==> config.mk <==
export PLATFORM = sky130hd
export DESIGN_NAME = ptw_top
export DESIGN_NICKNAME = d
export VERILOG_FILES = /design/src/rtl/ptw_pkg.sv /design/src/rtl/ptw_index.sv /design/src/rtl/ptw_canon.sv /design/src/rtl/ptw_perm.sv /design/src/rtl/ptw_top.sv
export SDC_FILE = /design/constraint.sdc
export NUM_CORES = 1
export LEC_CHECK = 0
export ABC_CLOCK_PERIOD_IN_PS = 2900
export CAP_MARGIN = 20
export CORE_ASPECT_RATIO = 0.75
export CORE_MARGIN = 4
export CORE_UTILIZATION = 35
export DETAILED_ROUTE_END_ITERATION = 8
export PLACE_DENSITY_LB_ADDON = 0.1
export SLEW_MARGIN = 30
export SYNTH_ARGS = -nofsm -noshare
export SYNTH_HDL_FRONTEND = slang
export SYNTH_SLANG_ARGS = --single-unit
export TNS_END_PERCENT = 20
==> constraint.sdc <==
create_clock -name clk_i -period 2.9 [get_ports clk_i]
set_input_delay 0.58 -clock clk_i [delete_from_list [all_inputs] [get_ports clk_i]]
set_output_delay 0.58 -clock clk_i [all_outputs]
set_load 0.005 [all_outputs]
==> src/rtl/ptw_pkg.sv <==
package ptw_pkg;
  localparam int unsigned B_P  = 0;
  localparam int unsigned B_W  = 1;
  localparam int unsigned B_U  = 2;
  localparam int unsigned B_A  = 5;
  localparam int unsigned B_D  = 6;
  localparam int unsigned B_PS = 7;
  localparam int unsigned B_NX = 63;

  localparam logic [1:0] K_READ  = 2'd0;
  localparam logic [1:0] K_WRITE = 2'd1;
  localparam logic [1:0] K_FETCH = 2'd2;

  localparam logic [2:0] F_NONE  = 3'd0;
  localparam logic [2:0] F_NP    = 3'd1;
  localparam logic [2:0] F_WR    = 3'd2;
  localparam logic [2:0] F_PRIV  = 3'd3;
  localparam logic [2:0] F_NX    = 3'd4;
  localparam logic [2:0] F_CANON = 3'd5;

  typedef enum logic [1:0] {ST_IDLE, ST_READ, ST_WRITE, ST_RESP} walk_st_e;
endpackage

==> src/rtl/ptw_index.sv <==
module ptw_index #(
  parameter int unsigned VA_W   = 57,
  parameter int unsigned OFF_W  = 12,
  parameter int unsigned IDX_W  = 9,
  parameter int unsigned LEVELS = 5,
  parameter int unsigned LVL_W  = 3
) (
  input  logic [VA_W-1:0]  va_i,
  input  logic [LVL_W-1:0] lvl_i,
  output logic [IDX_W-1:0] idx_o
);
  logic [IDX_W-1:0] slice [LEVELS];

  for (genvar g = 0; g < LEVELS; g++) begin : g_slice
    assign slice[g] = va_i[OFF_W + g*IDX_W +: IDX_W];
  end

  always_comb begin
    idx_o = '0;
    for (int k = 0; k < LEVELS; k++)
      if (lvl_i == LVL_W'(k+1)) idx_o = slice[k];
  end
endmodule

==> src/rtl/ptw_canon.sv <==
module ptw_canon #(
  parameter int unsigned HI_W  = 17,
  parameter int unsigned GAP_W = 9
) (
  input  logic [HI_W-1:0] hi_i,
  input  logic            mode5_i,
  output logic            ok_o
);
  logic [HI_W-GAP_W-1:0] hi5;
  logic ok4, ok5;

  assign hi5  = hi_i[HI_W-1:GAP_W];
  assign ok4  = (&hi_i) | ~(|hi_i);
  assign ok5  = (&hi5) | ~(|hi5);
  assign ok_o = mode5_i ? ok5 : ok4;
endmodule

==> src/rtl/ptw_perm.sv <==
module ptw_perm
  import ptw_pkg::*;
(
  input  logic       clk_i,
  input  logic       rst_ni,
  input  logic       clr_i,
  input  logic       upd_i,
  input  logic       w_i,
  input  logic       u_i,
  input  logic       nx_i,
  input  logic [1:0] kind_i,
  input  logic       user_i,
  output logic [2:0] fault_o
);
  logic w_acc, u_acc, nx_acc;
  logic w_eff, u_eff, nx_eff;

  always_ff @(posedge clk_i or negedge rst_ni) begin
    if (!rst_ni) begin
      w_acc <= 1'b1; u_acc <= 1'b1; nx_acc <= 1'b0;
    end else if (clr_i) begin
      w_acc <= 1'b1; u_acc <= 1'b1; nx_acc <= 1'b0;
    end else if (upd_i) begin
      w_acc <= w_acc & w_i; u_acc <= u_acc & u_i; nx_acc <= nx_acc | nx_i;
    end
  end

  assign w_eff  = w_acc & w_i;
  assign u_eff  = u_acc & u_i;
  assign nx_eff = nx_acc | nx_i;

  // priority: privilege, write, execute
  always_comb begin
    fault_o = F_NONE;
    if (user_i && !u_eff)                  fault_o = F_PRIV;
    else if (kind_i == K_WRITE && !w_eff)  fault_o = F_WR;
    else if (kind_i == K_FETCH && nx_eff)  fault_o = F_NX;
  end
endmodule

==> src/rtl/ptw_top.sv <==
module ptw_top
  import ptw_pkg::*;
#(
  parameter int unsigned VA_W  = 64,
  parameter int unsigned PA_W  = 52,
  parameter int unsigned OFF_W = 12,
  parameter int unsigned IDX_W = 9,
  parameter int unsigned LVL_W = 3
) (
  input  logic                   clk_i,
  input  logic                   rst_ni,
  input  logic                   req_valid_i,
  output logic                   req_ready_o,
  input  logic [VA_W-1:0]        req_va_i,
  input  logic [1:0]             req_kind_i,
  input  logic                   req_user_i,
  input  logic                   req_mode5_i,
  input  logic [PA_W-OFF_W-1:0]  req_root_i,
  output logic                   mem_req_o,
  output logic                   mem_we_o,
  output logic [PA_W-1:0]        mem_addr_o,
  output logic [63:0]            mem_wdata_o,
  input  logic [63:0]            mem_rdata_i,
  input  logic                   mem_valid_i,
  output logic                   resp_valid_o,
  output logic [PA_W-1:0]        resp_pa_o,
  output logic [1:0]             resp_size_o,
  output logic [2:0]             resp_fault_o,
  output logic [LVL_W-1:0]       resp_level_o
);
  localparam int unsigned FRM_W  = PA_W - OFF_W;
  localparam int unsigned ENT_SH = OFF_W - IDX_W;
  localparam int unsigned VA_USE = OFF_W + 5*IDX_W;
  localparam int unsigned MSB4   = OFF_W + 4*IDX_W - 1;
  localparam int unsigned MSB5   = OFF_W + 5*IDX_W - 1;
  localparam logic [LVL_W-1:0] ONE = LVL_W'(1);

  walk_st_e            st_q;
  logic [VA_USE-1:0]   va_q;
  logic [1:0]          kind_q;
  logic                user_q, leaf_q;
  logic [LVL_W-1:0]    lvl_q, flvl_q;
  logic [PA_W-1:0]     addr_q, pa_q;
  logic [FRM_W-1:0]    base_q;
  logic [63:0]         wdata_q;
  logic [1:0]          size_q;
  logic [2:0]          fault_q;

  logic                accept, canon_ok, is_leaf, rd_ok;
  logic [LVL_W-1:0]    top_lvl, idx_lvl;
  logic [VA_USE-1:0]   idx_va;
  logic [IDX_W-1:0]    idx;
  logic [FRM_W-1:0]    rd_frm;
  logic [63:0]         nl_upd, leaf_upd;
  logic [PA_W-1:0]     lomask, leaf_pa;
  logic [2:0]          perm_fault;
  logic                unused_bits;

  assign accept  = (st_q == ST_IDLE) && req_valid_i;
  assign top_lvl = req_mode5_i ? LVL_W'(5) : LVL_W'(4);
  assign idx_va  = (st_q == ST_IDLE) ? req_va_i[VA_USE-1:0] : va_q;
  assign idx_lvl = (st_q == ST_IDLE) ? top_lvl : lvl_q - ONE;
  assign rd_frm  = mem_rdata_i[PA_W-1:OFF_W];
  assign rd_ok   = (st_q == ST_READ) && mem_valid_i;
  assign is_leaf = (lvl_q == ONE) ||
                   (mem_rdata_i[B_PS] && (lvl_q == LVL_W'(2) || lvl_q == LVL_W'(3)));
  assign nl_upd   = mem_rdata_i | (64'd1 << B_A);
  assign leaf_upd = nl_upd | ((kind_q == K_WRITE) ? (64'd1 << B_D) : 64'd0);
  assign unused_bits = ^{mem_rdata_i[62:PA_W], mem_rdata_i[4:3], mem_rdata_i[OFF_W-1:8]};

  always_comb begin
    lomask = '0;
    for (int k = 0; k < 3; k++)
      if (lvl_q == LVL_W'(k+1)) lomask = (PA_W'(1) << (OFF_W + IDX_W*k)) - PA_W'(1);
  end
  assign leaf_pa = ({rd_frm, OFF_W'(0)} & ~lomask) | (va_q[PA_W-1:0] & lomask);

  ptw_index #(.VA_W(VA_USE), .OFF_W(OFF_W), .IDX_W(IDX_W), .LEVELS(5), .LVL_W(LVL_W))
    u_index (.va_i(idx_va), .lvl_i(idx_lvl), .idx_o(idx));

  ptw_canon #(.HI_W(VA_W-MSB4), .GAP_W(MSB5-MSB4))
    u_canon (.hi_i(req_va_i[VA_W-1:MSB4]), .mode5_i(req_mode5_i), .ok_o(canon_ok));

  ptw_perm u_perm (
    .clk_i, .rst_ni,
    .clr_i  (accept),
    .upd_i  (rd_ok && mem_rdata_i[B_P] && !is_leaf),
    .w_i    (mem_rdata_i[B_W]),
    .u_i    (mem_rdata_i[B_U]),
    .nx_i   (mem_rdata_i[B_NX]),
    .kind_i (kind_q),
    .user_i (user_q),
    .fault_o(perm_fault)
  );

  always_ff @(posedge clk_i or negedge rst_ni) begin
    if (!rst_ni) begin
      st_q <= ST_IDLE; va_q <= '0; kind_q <= K_READ; user_q <= 1'b0;
      lvl_q <= '0; flvl_q <= '0; addr_q <= '0; pa_q <= '0; base_q <= '0;
      wdata_q <= '0; size_q <= '0; fault_q <= F_NONE; leaf_q <= 1'b0;
    end else begin
      unique case (st_q)
        ST_IDLE: if (req_valid_i) begin
          va_q   <= req_va_i[VA_USE-1:0];
          kind_q <= req_kind_i;
          user_q <= req_user_i;
          pa_q   <= '0;
          size_q <= '0;
          if (!canon_ok) begin
            fault_q <= F_CANON; flvl_q <= top_lvl; st_q <= ST_RESP;
          end else begin
            lvl_q  <= top_lvl;
            addr_q <= {req_root_i, idx, ENT_SH'(0)};
            st_q   <= ST_READ;
          end
        end
        ST_READ: if (mem_valid_i) begin
          if (!mem_rdata_i[B_P]) begin
            fault_q <= F_NP; flvl_q <= lvl_q; st_q <= ST_RESP;
          end else if (!is_leaf) begin
            base_q <= rd_frm;
            if (!mem_rdata_i[B_A]) begin
              wdata_q <= nl_upd; leaf_q <= 1'b0; st_q <= ST_WRITE;
            end else begin
              lvl_q  <= lvl_q - ONE;
              addr_q <= {rd_frm, idx, ENT_SH'(0)};
            end
          end else begin
            flvl_q  <= lvl_q;
            fault_q <= perm_fault;
            if (perm_fault != F_NONE) begin
              st_q <= ST_RESP;
            end else begin
              pa_q   <= leaf_pa;
              size_q <= 2'(lvl_q - ONE);
              if (leaf_upd != mem_rdata_i) begin
                wdata_q <= leaf_upd; leaf_q <= 1'b1; st_q <= ST_WRITE;
              end else begin
                st_q <= ST_RESP;
              end
            end
          end
        end
        ST_WRITE: if (mem_valid_i) begin
          if (leaf_q) begin
            st_q <= ST_RESP;
          end else begin
            lvl_q  <= lvl_q - ONE;
            addr_q <= {base_q, idx, ENT_SH'(0)};
            st_q   <= ST_READ;
          end
        end
        ST_RESP: st_q <= ST_IDLE;
        default: st_q <= ST_IDLE;
      endcase
    end
  end

  assign req_ready_o  = (st_q == ST_IDLE);
  assign mem_req_o    = (st_q == ST_READ) || (st_q == ST_WRITE);
  assign mem_we_o     = (st_q == ST_WRITE);
  assign mem_addr_o   = addr_q;
  assign mem_wdata_o  = wdata_q;
  assign resp_valid_o = (st_q == ST_RESP);
  assign resp_pa_o    = pa_q;
  assign resp_size_o  = size_q;
  assign resp_fault_o = fault_q;
  assign resp_level_o = flvl_q;

  assert_req_hold_R10: assert property (@(posedge clk_i) disable iff (!rst_ni)
    (mem_req_o && !mem_valid_i) |=> (mem_req_o && $stable(mem_addr_o) &&
                                     $stable(mem_we_o) && $stable(mem_wdata_o)));
  assert_wb_accessed_R7: assert property (@(posedge clk_i) disable iff (!rst_ni)
    (mem_req_o && mem_we_o) |-> mem_wdata_o[B_A]);
  assert_leaf_dirty_R8: assert property (@(posedge clk_i) disable iff (!rst_ni)
    (mem_we_o && leaf_q && kind_q == K_WRITE) |-> mem_wdata_o[B_D]);
  assert_resp_pulse_R11: assert property (@(posedge clk_i) disable iff (!rst_ni)
    resp_valid_o |=> (!resp_valid_o && req_ready_o));
  assert_size_level_R5: assert property (@(posedge clk_i) disable iff (!rst_ni)
    (resp_valid_o && resp_fault_o == F_NONE) |-> (resp_level_o == LVL_W'(resp_size_o) + ONE));
  assert_idle_quiet_R3: assert property (@(posedge clk_i) disable iff (!rst_ni)
    req_ready_o |-> !mem_req_o);
endmodule

# After elaboration in Yosys (flattened, before gate mapping)
# Index checks and enable logic that the tools add are counted.
# Widths: inputs -> output; s select.
[totals]
regBits = 285
input_bits = 176
[classes]
muxes = 83
n_eq_ne = 30
bitwise = 13
n_addsub = 1
reduce_logical = 30
[op_table]
columns = ["operator", "n"]
rows = [
  ["$mux 52", 13],
  ["$mux 64", 4],
  ["$pmux 52 s3", 1],
  ["$and 52x52->52", 2],
  ["$pmux 52 s2", 1],
  ["$mux 3", 22],
  ["$ne 64x64->1", 1],
  ["$or 64x7->64", 1],
  ["$mux 57", 1],
  ["$not 52->52", 1],
  ["$or 52x52->52", 1],
  ["$mux 9", 5],
  ["$mux 30", 1],
  ["$mux 2", 13],
  ["$mux 21", 1],
  ["$ne 2x2->1 const B", 10],
  ["$reduce_and 17->1", 1],
  ["$reduce_or 17->1", 1],
  ["$mux 1", 14],
  ["$eq 3x2->1 const B", 4],
  ["$mux 12", 1],
  ["$pmux 3 s2", 2],
  ["$reduce_and 6->1", 2],
  ["$pmux 3 s3", 1],
  ["other kinds (26)", 53],
]

# Depth between registers and ports, before layout
# Gate-level depths: netlist of the first run.
[depth]
depth_word = 13
depth_mapped = 11
depth_no_buf = 8

# Hierarchy
# A second synthesis of the first run with hierarchy kept.
[hier_totals]
hier_cells = 1154
area_unflattened_um2 = 13406.6
[modules_own_cells]
columns = ["module", "area_each_um2", "n_inst", "cells_per_inst"]
rows = [
  ["ptw_top", 12700.9, 1, 1069],
  ["ptw_index", 457.9, 1, 53],
  ["ptw_perm", 157.7, 1, 15],
  ["ptw_canon", 90.1, 1, 17],
]

# Worst setup path after synthesis of the first run
# OpenSTA, ideal clock, no wires.
[synth_timing]
path_type = "register to register"
from = "register lvl_q[0]"
to = "register wdata_q[10] (netlist: mem_wdata_o[10])"
path_buffers = 3
path_stages_with_launch = 11
path_slack_ps = 470
synth_period_minus_slack_ps = 2430
arrival_time_ps = 2305
cell_sequence = "dfrtp_1 -> clkbuf_1 -> inv_1 -> ha_1 -> o21a_1 -> o21bai_1 -> a31oi_1 -> a211oi_1 -> buf_2 -> buf_4 -> mux2_2"
[synth_between]
elab_chain_len = 6
word_cells_on_any_way = 11
cone_classes = "6 x eq/ne; 1 x mux; 4 x reduce/logical"
[synth_lines]
columns = ["element", "line", "rtl"]
rows = [
  ["start: declaration", "ptw_top.sv:42", "logic [LVL_W-1:0] lvl_q, flvl_q;"],
  ["start signal: assignment", "ptw_top.sv:112", "lvl_q <= top_lvl;"],
  ["start signal: assignment", "ptw_top.sv:125", "lvl_q <= lvl_q - ONE;"],
  ["start signal: assignment", "ptw_top.sv:148", "lvl_q <= lvl_q - ONE;"],
  ["$eq 3x2->1", "ptw_top.sv:66", "(mem_rdata_i[B_PS] && (lvl_q == LVL_W'(2) || lvl_q == LVL_W'(3)));"],
  ["$logic_or 1x1->1", "ptw_top.sv:66", ""],
  ["$logic_and 1x1->1", "ptw_top.sv:66", ""],
  ["$logic_or 1x1->1 *", "ptw_top.sv:65", "assign is_leaf = (lvl_q == ONE) ||"],
  ["$ne 2x1->1 (no source line) or $ne 2x2->1 (tied branches)", "--", ""],
  ["$reduce_and 6->1 (no source line)", "--", ""],
  ["end signal: assignment", "ptw_top.sv:100", "wdata_q <= '0; size_q <= '0; fault_q <= F_NONE; leaf_q <= 1'b0;"],
  ["end signal: assignment", "ptw_top.sv:123", "wdata_q <= nl_upd; leaf_q <= 1'b0; st_q <= ST_WRITE;"],
  ["end signal: assignment", "ptw_top.sv:137", "wdata_q <= leaf_upd; leaf_q <= 1'b1; st_q <= ST_WRITE;"],
  ["end: declaration", "ptw_top.sv:45", "logic [63:0] wdata_q;"],
]
# Mark *: on every way between the ends. The rest lies on a longest branch, timed or not.
# A chain may end at the register's enable or synchronous reset.

# Final worst setup path of the first run
[layout_timing]
from = "register st_q[0]"
to = "output port mem_we_o"
[layout_between]
elab_chain_len = 1
[layout_lines]
columns = ["element", "line", "rtl"]
rows = [
  ["start: declaration", "ptw_top.sv:38", "walk_st_e st_q;"],
  ["start signal: assignment", "ptw_top.sv:98", "st_q <= ST_IDLE; va_q <= '0; kind_q <= K_READ; user_q <= 1'b0;"],
  ["start signal: assignment", "ptw_top.sv:110", "fault_q <= F_CANON; flvl_q <= top_lvl; st_q <= ST_RESP;"],
  ["start signal: assignment", "ptw_top.sv:114", "st_q <= ST_READ;"],
  ["$eq 2x2->1", "ptw_top.sv:161", "assign mem_we_o = (st_q == ST_WRITE);"],
  ["end: declaration", "ptw_top.sv:20", "output logic mem_we_o,"],
]
# Every way passes these cells.

==> flow_metrics.env, run 1 <==
export IMPL_status="complete, but fails checks"
export IMPL_failed_checks="negative hold slack"
export IMPL_critical_path_startpoint="st_q[0]$_DFFE_PN0P_"
export IMPL_synth_top_area_frac=0.5529
export IMPL_grt_overflow_total=0
export IMPL_fin_util=0.5035
export IMPL_die_height_um=172.8
export IMPL_max_freq_mhz=371.3
export IMPL_vdd_drop_max_v=0.0004936
export IMPL_drc=0
export IMPL_synth_top_cells_by_count="dfrtp_1 (280), mux2_2 (168), nand2_1 (127)"
export IMPL_num_vias=9676
export IMPL_htree_levels=1
export IMPL_hold_violations=5
export IMPL_crit_path_end_kind="output port"
export IMPL_insertion_delay_ps=570
export IMPL_rr_worst_depth=8
export IMPL_cts_tree="done"
export IMPL_yosysTopAreaCell="dfrtp_1"
export IMPL_track_usage=0.2019
export IMPL_slew_violations=0
export IMPL_cp_slowest_cell="clkdlybuf4s50_1"
export IMPL_vias_per_cell=5.098
export IMPL_rows=60
export IMPL_fin_skew_ps=12.30
export IMPL_holdWs_ps=-11.20
export IMPL_hold_path_class="in2async"
export IMPL_initial_core_util=0.3539
export IMPL_max_cap_violations=0
export IMPL_design_area_um2=18030
export IMPL_worstSetupStartpointType="flip-flop"
export IMPL_place_congestion=0.7966
export IMPL_area_growth_pct=42.27
export IMPL_port_buffers=352
export IMPL_postRouteAntennaNets=0
export IMPL_crit_end="mem_we_o"
export IMPL_clk_pin_slew_worst_paths_ps=60
export IMPL_yosys_warnings=0
export IMPL_synth_area_um2=12670
export IMPL_worst_ep_required_time_ps=2320
export IMPL_ios=356
export IMPL_yosys_mux_area_fraction=0.1801
export IMPL_grt_pass1_vias=10130
export IMPL_max_slew_margin=0.5058
export IMPL_worst_pin_slew_ps=741.3
export IMPL_p_leak_nw=7.642
export IMPL_multi_input_area_um2=5250
export IMPL_die_x_um=227.7
export IMPL_antenna_found_initial=2
export IMPL_synth_area_leaders="dfrtp_1 (55%), mux2_2 (15%), a22o_1 (5.3%)"
export IMPL_cts_root_buf="clkbuf_16"
export IMPL_dp_slack_ps=14.69
export IMPL_timing_final_ws_setup_ps=207.0
export IMPL_cts_buffer_depth=3
export IMPL_synth_ff_type="dfrtp_1"
export IMPL_grt_max_degree=83
export IMPL_r2r_slack_ps=250
export IMPL_crit_path_cell_trace="inv_1 > ha_4 > clkdlybuf4s50_1"
export IMPL_powerDensity_nw_per_um2=1113
export IMPL_ys_seq_elements=282
export IMPL_cts_num_sinks=282
export IMPL_wire_per_inst_um=21.39
export IMPL_r2r_start="lvl_q[0]$_DFFE_PN0P_"
export IMPL_crit_fanout=13
export IMPL_setup_tns_ps=0
export IMPL_period_share=0.9286
export IMPL_synth_edf_count=0
export IMPL_drt_pass1_iter_count=5
export IMPL_r2r_end="mem_wdata_o[45]$_DFFE_PN0P_"
export IMPL_grt_setup_unrepaired="no"
export IMPL_numCtsBuffers=31
export IMPL_drt_initial_drc_count=646
export IMPL_arrival_ps=2110
export IMPL_critPathMaxStageDelay_ps=590
export IMPL_syn_area_per_cell_um2=11.97
export IMPL_period_needed_ps=2693
export IMPL_yosys_area_share_simple=0.06023
export IMPL_ys_seq_area_frac=0.5571
export IMPL_synth_compound_area_share=0.1580
export IMPL_design_core_area_um2=35810
export IMPL_postCtsHoldBufs=0
export IMPL_synthAdderAreaFrac=0.007899
export IMPL_finalNetCount=1591
export IMPL_netlist_instances=1059
export IMPL_placedInstanceArea_um2=16910
export IMPL_fillers=3247
export IMPL_grt_first_pass_wirelength_um=63280
export IMPL_synth_cell_types=49
export IMPL_async_flop_share=1.000
export IMPL_drive_above_1_share=0.2096
export IMPL_die_area_um2=39350
export IMPL_wl_um=40600
export IMPL_synth_top_family_by_area="multiplexers"
export IMPL_hpwl_um=29180
export IMPL_critical_path_class="reg2out"
export IMPL_regArea_um2=7059
export IMPL_synth_xor_area_share=0.0006912
export IMPL_finalSetupViolCount=0
export IMPL_yosysMostFrequentCell="dfrtp_1"
[cell families after synthesis]
family	after synthesis
AO/OA/AOI/OAI	288
flip-flops	282
multiplexers	207
AND/OR/NAND/NOR	180
buffers and inverters	92
adder cells (fa/ha/maj)	8
other	1
XOR/XNOR	1
[per-stage QoR]
stage	cells	total power [mW]
4_1_cts	1896	20.35
5_1_grt	1897	21.52
3_3_place_gp	1839	15.84
2_1_floorplan	1061	11.77
6_report	1898	20.07
3_5_place_dp	1839	15.99
[report_power, final]
group / internal (mW) / switching (mW) / leakage (nW)
registers: 5.66 / 1.01 / 3.50
logic: 4.60 / 4.54 / 3.60
clock network: 2.60 / 1.65 / 0.547
[per-layer routing]
metal,global-route usage,vias up,share of wire
met5,0,-,0.00025
met4,0.03366,2,0.014
met3,0.06686,39,0.077
met2,0.3012,252,0.43
met1,0.2925,4835,0.48
li1,-,4548,-
[state kept, by name, indices dropped and copies added, names as in the netlist, 3 cells and up]
register	count
mem_wdata_o	64
lvl_q	3
va_q	57
resp_pa_o	52
base_q	40
resp_fault_o	3
mem_addr_o	49
resp_level_o	3
[layout make-up]
cell class	instances	area share
clock inverter	14	0.01138
tap	465	0.03227
sequential	282	0.3916
multi-input combinational	687	0.2912
clock buffer	43	0.04997
inverter	10	0.002082
timing repair buffer	395	0.2213
antenna	2	0.0002776
[what timing repair did]
action	CTS	global route
setup endpoints to repair	0	1
setup buffers	0	0
resized for setup	0	1
endpoints found under the hold margin	0	0
[cell usage in the layout (no fill, tap or decap), types with 8 or more instances in the layout]
| cell | Yosys | final |
|---|---|---|
| buf_12 | 0 | 11 |
| o21ai_1 | 33 | 33 |
| buf_4 | 9 | 32 |
| clkbuf_16 | 0 | 31 |
| o21ai_2 | 19 | 19 |
| o22ai_1 | 9 | 9 |
| mux2_2 | 168 | 168 |
| dfrtp_1 | 280 | 280 |
| clkbuf_8 | 0 | 8 |
| a22o_1 | 76 | 76 |
| nand2_1 | 127 | 126 |
| nor2_1 | 22 | 20 |
| a211oi_1 | 9 | 8 |
| a22oi_1 | 48 | 48 |
| inv_1 | 10 | 10 |
| clkdlybuf4s50_1 | 0 | 351 |
| o21ai_0 | 69 | 69 |
| mux2i_1 | 39 | 39 |
[worst max-delay path: cells and delay by family, from the launching register on]
kind | cells | cell delay (ps)
buffers and inverters | 2 | 800
adders and majority gates | 1 | 300
DFF | 1 | 440
[worst min path at each step]
stage	from	slack [ps]	end
global route	rst_ni	60	va_q[36]$_DFFE_PN0P_
CTS	rst_ni	50	va_q[32]$_DFFE_PN0P_
floorplan	rst_ni	280	base_q[0]$_DFFE_PN0P_
detailed placement	mem_wdata_o[5]$_DFFE_PN0P_	450	mem_wdata_o[5]$_DFFE_PN0P_
global placement	mem_wdata_o[5]$_DFFE_PN0P_	450	mem_wdata_o[5]$_DFFE_PN0P_
finish	rst_ni	-10	mem_addr_o[7]$_DFFE_PN0P_
No activity file was read; power rests on OpenSTA's default activity.
==> run 2: changes to the inputs <==
--- a/config.mk
+++ b/config.mk
@@ -5,11 +5,13 @@
 export SDC_FILE = /design/constraint.sdc
 export NUM_CORES = 1
 export LEC_CHECK = 0
+export ABC_AREA = 1
 export ABC_CLOCK_PERIOD_IN_PS = 2900
 export CAP_MARGIN = 20
 export CORE_ASPECT_RATIO = 0.75
 export CORE_MARGIN = 4
 export CORE_UTILIZATION = 35
+export CTS_CLUSTER_DIAMETER = 30
 export DETAILED_ROUTE_END_ITERATION = 8
 export PLACE_DENSITY_LB_ADDON = 0.1
 export SLEW_MARGIN = 30
==> run 2 against run 1 <==
The run now ends clean. Critical path type unchanged. Largest cell class unchanged. Combinational power increased by 6.3%. Worst hold slack better by 32 ps. Highest routed layer unchanged. Synthesized cell count up 48%. Cell count increased by 31%. Clock skew is 6.6 ps higher. Register-to-register slack improved by 320 ps.
==> flow_metrics.env, run 2 <==
export IMPL_hold_path_class="in2async"
export IMPL_drt_initial_drc_count=941
export IMPL_max_slew_margin=0.5714
export IMPL_yosysTopAreaCell="dfrtp_1"
export IMPL_max_cap_violations=0
export IMPL_fillers=3336
export IMPL_netlist_instances=1569
export IMPL_vias_per_cell=4.907
export IMPL_max_freq_mhz=370.9
export IMPL_htree_levels=3
export IMPL_cts_tree="done"
export IMPL_area_growth_pct=50.45
export IMPL_largest_reg_flops=64
export IMPL_period_needed_ps=2696
export IMPL_cts_setup_buffers=0
export IMPL_die_area_um2=40400
export IMPL_power_mw=24.46
export IMPL_grt_pass1_vias=12020
export IMPL_die_x_um=230.8
export IMPL_antenna_found_initial=1
export IMPL_insertion_delay_ps=560
export IMPL_numCtsBuffers=66
export IMPL_synth_edf_count=0
export IMPL_period_share=0.9296
export IMPL_finalSetupViolCount=0
export IMPL_track_usage=0.2306
export IMPL_synth_ff_type="dfrtp_1"
export IMPL_mostFrequentLayoutCells="nand2_1 (654), clkdlybuf4s50_1 (351), dfrtp_1 (280)"
export IMPL_cts_buffer_depth=3
export IMPL_place_congestion=0.8436
export IMPL_swShare=0.3634
export IMPL_hpwl_um=33870
export IMPL_hold_violations=0
export IMPL_worst_pin_slew_ps=642.8
export IMPL_worst_ep_required_time_ps=2320
export IMPL_syn_area_per_cell_um2=8.301
export IMPL_power_frac_seq=0.276
export IMPL_num_vias=12160
export IMPL_p_int_mw=15.57
export IMPL_synth_top_area_frac=0.5379
export IMPL_wire_per_inst_um=19.06
export IMPL_wl_um=47260
export IMPL_cts_num_sinks=282
export IMPL_initial_core_util=0.3592
export IMPL_postRouteAntennaNets=0
export IMPL_die_height_um=175.1
export IMPL_rows=60
export IMPL_crit_path_end_kind="output port"
export IMPL_design_core_area_um2=36260
export IMPL_dp_slack_ps=352.2
export IMPL_arrival_ps=2120
export IMPL_grt_setup_unrepaired="no"
export IMPL_finalNetCount=2118
export IMPL_drive_above_1_share=0.1094
export IMPL_ios=356
export IMPL_power_switching_mw=8.889
export IMPL_synth_cell_types=31
export IMPL_grt_first_pass_wirelength_um=72460
export IMPL_port_buffers=352
export IMPL_yosysMostFrequentCell="nand2_1"
export IMPL_final_common_cell="nand2_1"
export IMPL_vdd_drop_max_v=0.0005036
export IMPL_setup_tns_ps=0
export IMPL_postCtsHoldBufs=0
export IMPL_cts_root_buf="clkbuf_16"
export IMPL_clock_power_share=0.326
export IMPL_ys_seq_area_frac=0.5420
export IMPL_drc=0
export IMPL_synth_top_cells_by_count="nand2_1 (656), dfrtp_1 (280), nand3_1 (127)"
export IMPL_async_flop_share=1.000
export IMPL_slew_violations=0
export IMPL_pwr_share_comb=0.398
export IMPL_p_leak_nw=9.247
export IMPL_crit_fanout=13
export IMPL_cts_resized_gates=0
export IMPL_num_antenna_cells=0
export IMPL_status="finished clean"
export IMPL_drt_pass1_iter_count=5
export IMPL_clk_pin_slew_worst_paths_ps=40
export IMPL_grt_overflow_total=0
export IMPL_yosys_warnings=0
export IMPL_ys_seq_elements=282
export IMPL_powerDensity_nw_per_um2=1248
export IMPL_grt_max_degree=75
export IMPL_critical_path_class="reg2out"
export IMPL_fin_util=0.5404
export IMPL_synth_area_leaders="dfrtp_1 (54%), nand2_1 (19%), nand3_1 (4.9%)"
export IMPL_fin_skew_ps=18.94
export IMPL_worstSetupStartpointType="flip-flop"
export IMPL_holdWs_ps=20.78
export IMPL_timing_final_ws_setup_ps=204.1
export IMPL_synth_area_um2=13020
-- run 2: cell type report --
cell class / count / area [um2] / share of cell area
multi-input combinational: 1140 / 5333 / 0.2721
inverter: 55 / 206.4 / 0.01054
clock inverter: 28 / 465.4 / 0.02375
clock buffer: 89 / 1943 / 0.09916
tap: 496 / 620.6 / 0.03167
sequential: 282 / 7059 / 0.3602
timing repair buffer: 389 / 3969 / 0.2025
-- run 2: power groups by stage --
stage	Combinational (mW)	Clock, mW	Sequential (mW)
CTS	9.84	8.14	6.74
floorplan	5.21	0	6.55
global placement	9.66	0	6.75
finish	9.73	7.98	6.75
detailed placement	9.79	0	6.76
global route	10.8	8.35	6.96
-- run 2: critical path, stage by stage (launching register included) --
cell and delay, ps:
dfrtp_1 410, inv_1 150, ha_1 210, buf_4 220, clkdlybuf4s50_1 560
-- run 2: logic make-up (layout without fill, tap and decap cells) --
kind of cell             Yosys count  in the layout  share of synthesized area
AO/OA/AOI/OAI                    194            194                    0.07964
adder cells (fa/ha/maj)            8              8                   0.007685
buffers and inverters            149            561                    0.05168
flip-flops                       282            282                     0.5420
multiplexers                      44             44                    0.03804
other                              1              3                  0.0002879
AND/OR/NAND/NOR                  891            891                     0.2807
-- run 2: path summary, 6_finish.rpt --
check / from / to / slack (ps) / cells after the start
max reg2reg: lvl_q[0]$_DFFE_PN0P_ / mem_addr_o[31]$_DFFE_PN0P_ / 570 / 11
min in group clk_i: mem_wdata_o[16]$_DFFE_PN0P_ / mem_wdata_o[16]$_DFFE_PN0P_ / 470 / 2
min: rst_ni / mem_wdata_o[5]$_DFFE_PN0P_ / 20 / 1
max in group asynchronous: rst_ni / resp_level_o[1]$_DFFE_PN0P_ / 2070 / 2
max: st_q[1]$_DFFE_PN0P_ / req_ready_o / 200 / 4
min reg2reg: mem_wdata_o[16]$_DFFE_PN0P_ / mem_wdata_o[16]$_DFFE_PN0P_ / 470 / 2
-- run 2: metal layers --
metal	vias to the layer above	wire [um]	GRT usage
li1	5805	-	-
met1	5880	22430	0.3325
met2	394	20670	0.3443
met3	83	2958	0.05606
met4	2	1192	0.06962
met5	-	13	0
-- run 2: per-stage QoR --
step                instance area, um2  instances
finish                           19600       2479
global route                     19600       2479
CTS                              19600       2479
detailed placement               17190       2362
global placement                 17190       2362
floorplan                        13030       1571
==> run 3: changes to the inputs <==
--- a/config.mk
+++ b/config.mk
@@ -11,7 +11,6 @@
 export CORE_ASPECT_RATIO = 0.75
 export CORE_MARGIN = 4
 export CORE_UTILIZATION = 35
-export CTS_CLUSTER_DIAMETER = 30
 export DETAILED_ROUTE_END_ITERATION = 8
 export PLACE_DENSITY_LB_ADDON = 0.1
 export SLEW_MARGIN = 30
==> run 3 against run 2 <==
Critical path depth is the same. Clock skew shrank 11 ps. Flip-flop and latch count is the same. First-iteration DRC count grew 1.4%. Sequential power is essentially flat. Fmax shrank 0.52%. Count of clock-buffer cells in the layout shrank 44. Core utilization shrank 3.7 points. Worst setup slack lost 14 ps. Die area is the same. Design area shrank 6.8%. Critical path type unchanged. Critical endpoint unchanged. Largest cell class unchanged. Largest power group unchanged.
==> flow_metrics.env, run 3 (synthesized netlist as in run 2, its figures left out) <==
export IMPL_die_x_um=230.8
export IMPL_multi_input_area_um2=5333
export IMPL_postRouteAntennaNets=0
export IMPL_rr_worst_depth=10
export IMPL_regArea_um2=7059
export IMPL_power_switching_mw=8.216
export IMPL_r2r_slack_ps=570
export IMPL_p_int_mw=12.41
export IMPL_placedInstanceArea_um2=17190
export IMPL_grt_first_pass_wirelength_um=70950
export IMPL_vias_per_cell=4.893
export IMPL_grt_setup_unrepaired="no"
export IMPL_num_antenna_cells=0
export IMPL_timing_final_ws_setup_ps=190.1
export IMPL_drt_pass1_iter_count=5
export IMPL_place_congestion=0.8436
export IMPL_fin_skew_ps=8.090
export IMPL_worst_pin_slew_ps=634.2
export IMPL_crit_path_end_kind="output port"
export IMPL_numCtsBuffers=31
export IMPL_cts_num_sinks=282
export IMPL_hpwl_um=33870
export IMPL_worstSetupStartpointType="flip-flop"
export IMPL_cp_slowest_cell="clkdlybuf4s50_1"
export IMPL_powerDensity_nw_per_um2=1129
export IMPL_ios=356
export IMPL_hold_violations=0
export IMPL_slew_violations=0
export IMPL_area_growth_pct=40.22
export IMPL_setup_tns_ps=0
export IMPL_cts_buffer_depth=3
export IMPL_antenna_found_initial=1
export IMPL_port_buffers=352
export IMPL_crit_fanout=13
export IMPL_critical_path_class="reg2out"
export IMPL_dp_slack_ps=352.2
export IMPL_postCtsHoldBufs=0
export IMPL_rows=60
export IMPL_power_mw=20.62
export IMPL_max_slew_margin=0.5772
export IMPL_final_common_cell="nand2_1"
export IMPL_track_usage=0.2235
export IMPL_finalNetCount=2083
export IMPL_fillers=3464
export IMPL_cts_root_buf="clkbuf_16"
export IMPL_initial_core_util=0.3592
export IMPL_r2r_end="mem_addr_o[7]$_DFFE_PN0P_"
export IMPL_dp_cells=2362
export IMPL_die_area_um2=40400
export IMPL_clock_power_share=0.203
export IMPL_drt_initial_drc_count=954
export IMPL_wl_um=46380
export IMPL_hold_path_class="in2async"
export IMPL_vdd_drop_max_v=0.0004832
export IMPL_num_vias=11840
export IMPL_fin_util=0.5037
export IMPL_design_core_area_um2=36260
export IMPL_max_cap_violations=0
export IMPL_insertion_delay_ps=570
export IMPL_power_frac_seq=0.326
export IMPL_pwr_share_comb=0.471
export IMPL_grt_overflow_total=0
export IMPL_critPathMaxStageDelay_ps=560
export IMPL_period_share=0.9344
export IMPL_swShare=0.3984
export IMPL_finalSetupViolCount=0
export IMPL_grt_pass1_vias=11590
export IMPL_worst_ep_required_time_ps=2320
export IMPL_largest_reg_flops=64
export IMPL_max_freq_mhz=369.0
export IMPL_r2r_start="lvl_q[0]$_DFFE_PN0P_"
export IMPL_holdWs_ps=3.799
export IMPL_clk_pin_slew_worst_paths_ps=60
export IMPL_drive_above_1_share=0.08212
export IMPL_drc=0
export IMPL_design_area_um2=18260
export IMPL_arrival_ps=2130
export IMPL_status="finished clean"
export IMPL_cts_setup_buffers=0
export IMPL_die_height_um=175.1
export IMPL_period_needed_ps=2710
export IMPL_cts_resized_gates=0
export IMPL_mostFrequentLayoutCells="nand2_1 (654), clkdlybuf4s50_1 (351), dfrtp_1 (280)"
export IMPL_cts_tree="done"
export IMPL_critical_path_startpoint="st_q[1]$_DFFE_PN0P_"
export IMPL_p_leak_nw=8.607
export IMPL_fin_cells=2420
export IMPL_wire_per_inst_um=19.16
export IMPL_crit_path_cell_trace="inv_1 > ha_1 > buf_4 > clkdlybuf4s50_1"
export IMPL_htree_levels=1
export IMPL_grt_max_degree=75
## run 3: how the worst max path moves through the flow
stage | endpoint | slack [ps] | cells past startpoint
floorplan | mem_wdata_o[10]$_DFFE_PN0P_ | 850 | 15
global placement | mem_wdata_o[62]$_DFFE_PN0P_ | 390 | 10
detailed placement | mem_wdata_o[62]$_DFFE_PN0P_ | 350 | 10
CTS | req_ready_o | 150 | 4
global route | req_ready_o | 90 | 4
finish | req_ready_o | 190 | 4
## run 3: power groups by stage
| stage | registers [mW] | logic [mW] | clock network [mW] |
|---|---|---|---|
| finish | 6.73 | 9.70 | 4.19 |
| global route | 6.94 | 10.7 | 4.47 |
| CTS | 6.72 | 9.82 | 4.29 |
| detailed placement | 6.76 | 9.79 | 0 |
| global placement | 6.75 | 9.66 | 0 |
| floorplan | 6.55 | 5.21 | 0 |
## run 3: critical path: cells and delay by family (launching register included)
kind                       cells  cell delay, ps
DFF                            1             420
buffers and inverters          3             930
adders and majority gates      1             210
## run 3: area by class of cell
type / count / share of cell area
tap: 496 / 0.03398
timing repair buffer: 389 / 0.2173
sequential: 282 / 0.3865
clock inverter: 13 / 0.009728
multi-input combinational: 1140 / 0.2920
clock buffer: 45 / 0.04919
inverter: 55 / 0.01130
## run 3: layer usage
metal / global-route usage / vias to the layer above / routed length, um
li1: - / 5725 / -
met1: 0.3334 / 5714 / 22500
met2: 0.3424 / 336 / 20340
met3: 0.04140 / 64 / 2577
met4: 0.04308 / 2 / 943
met5: 0 / - / 13
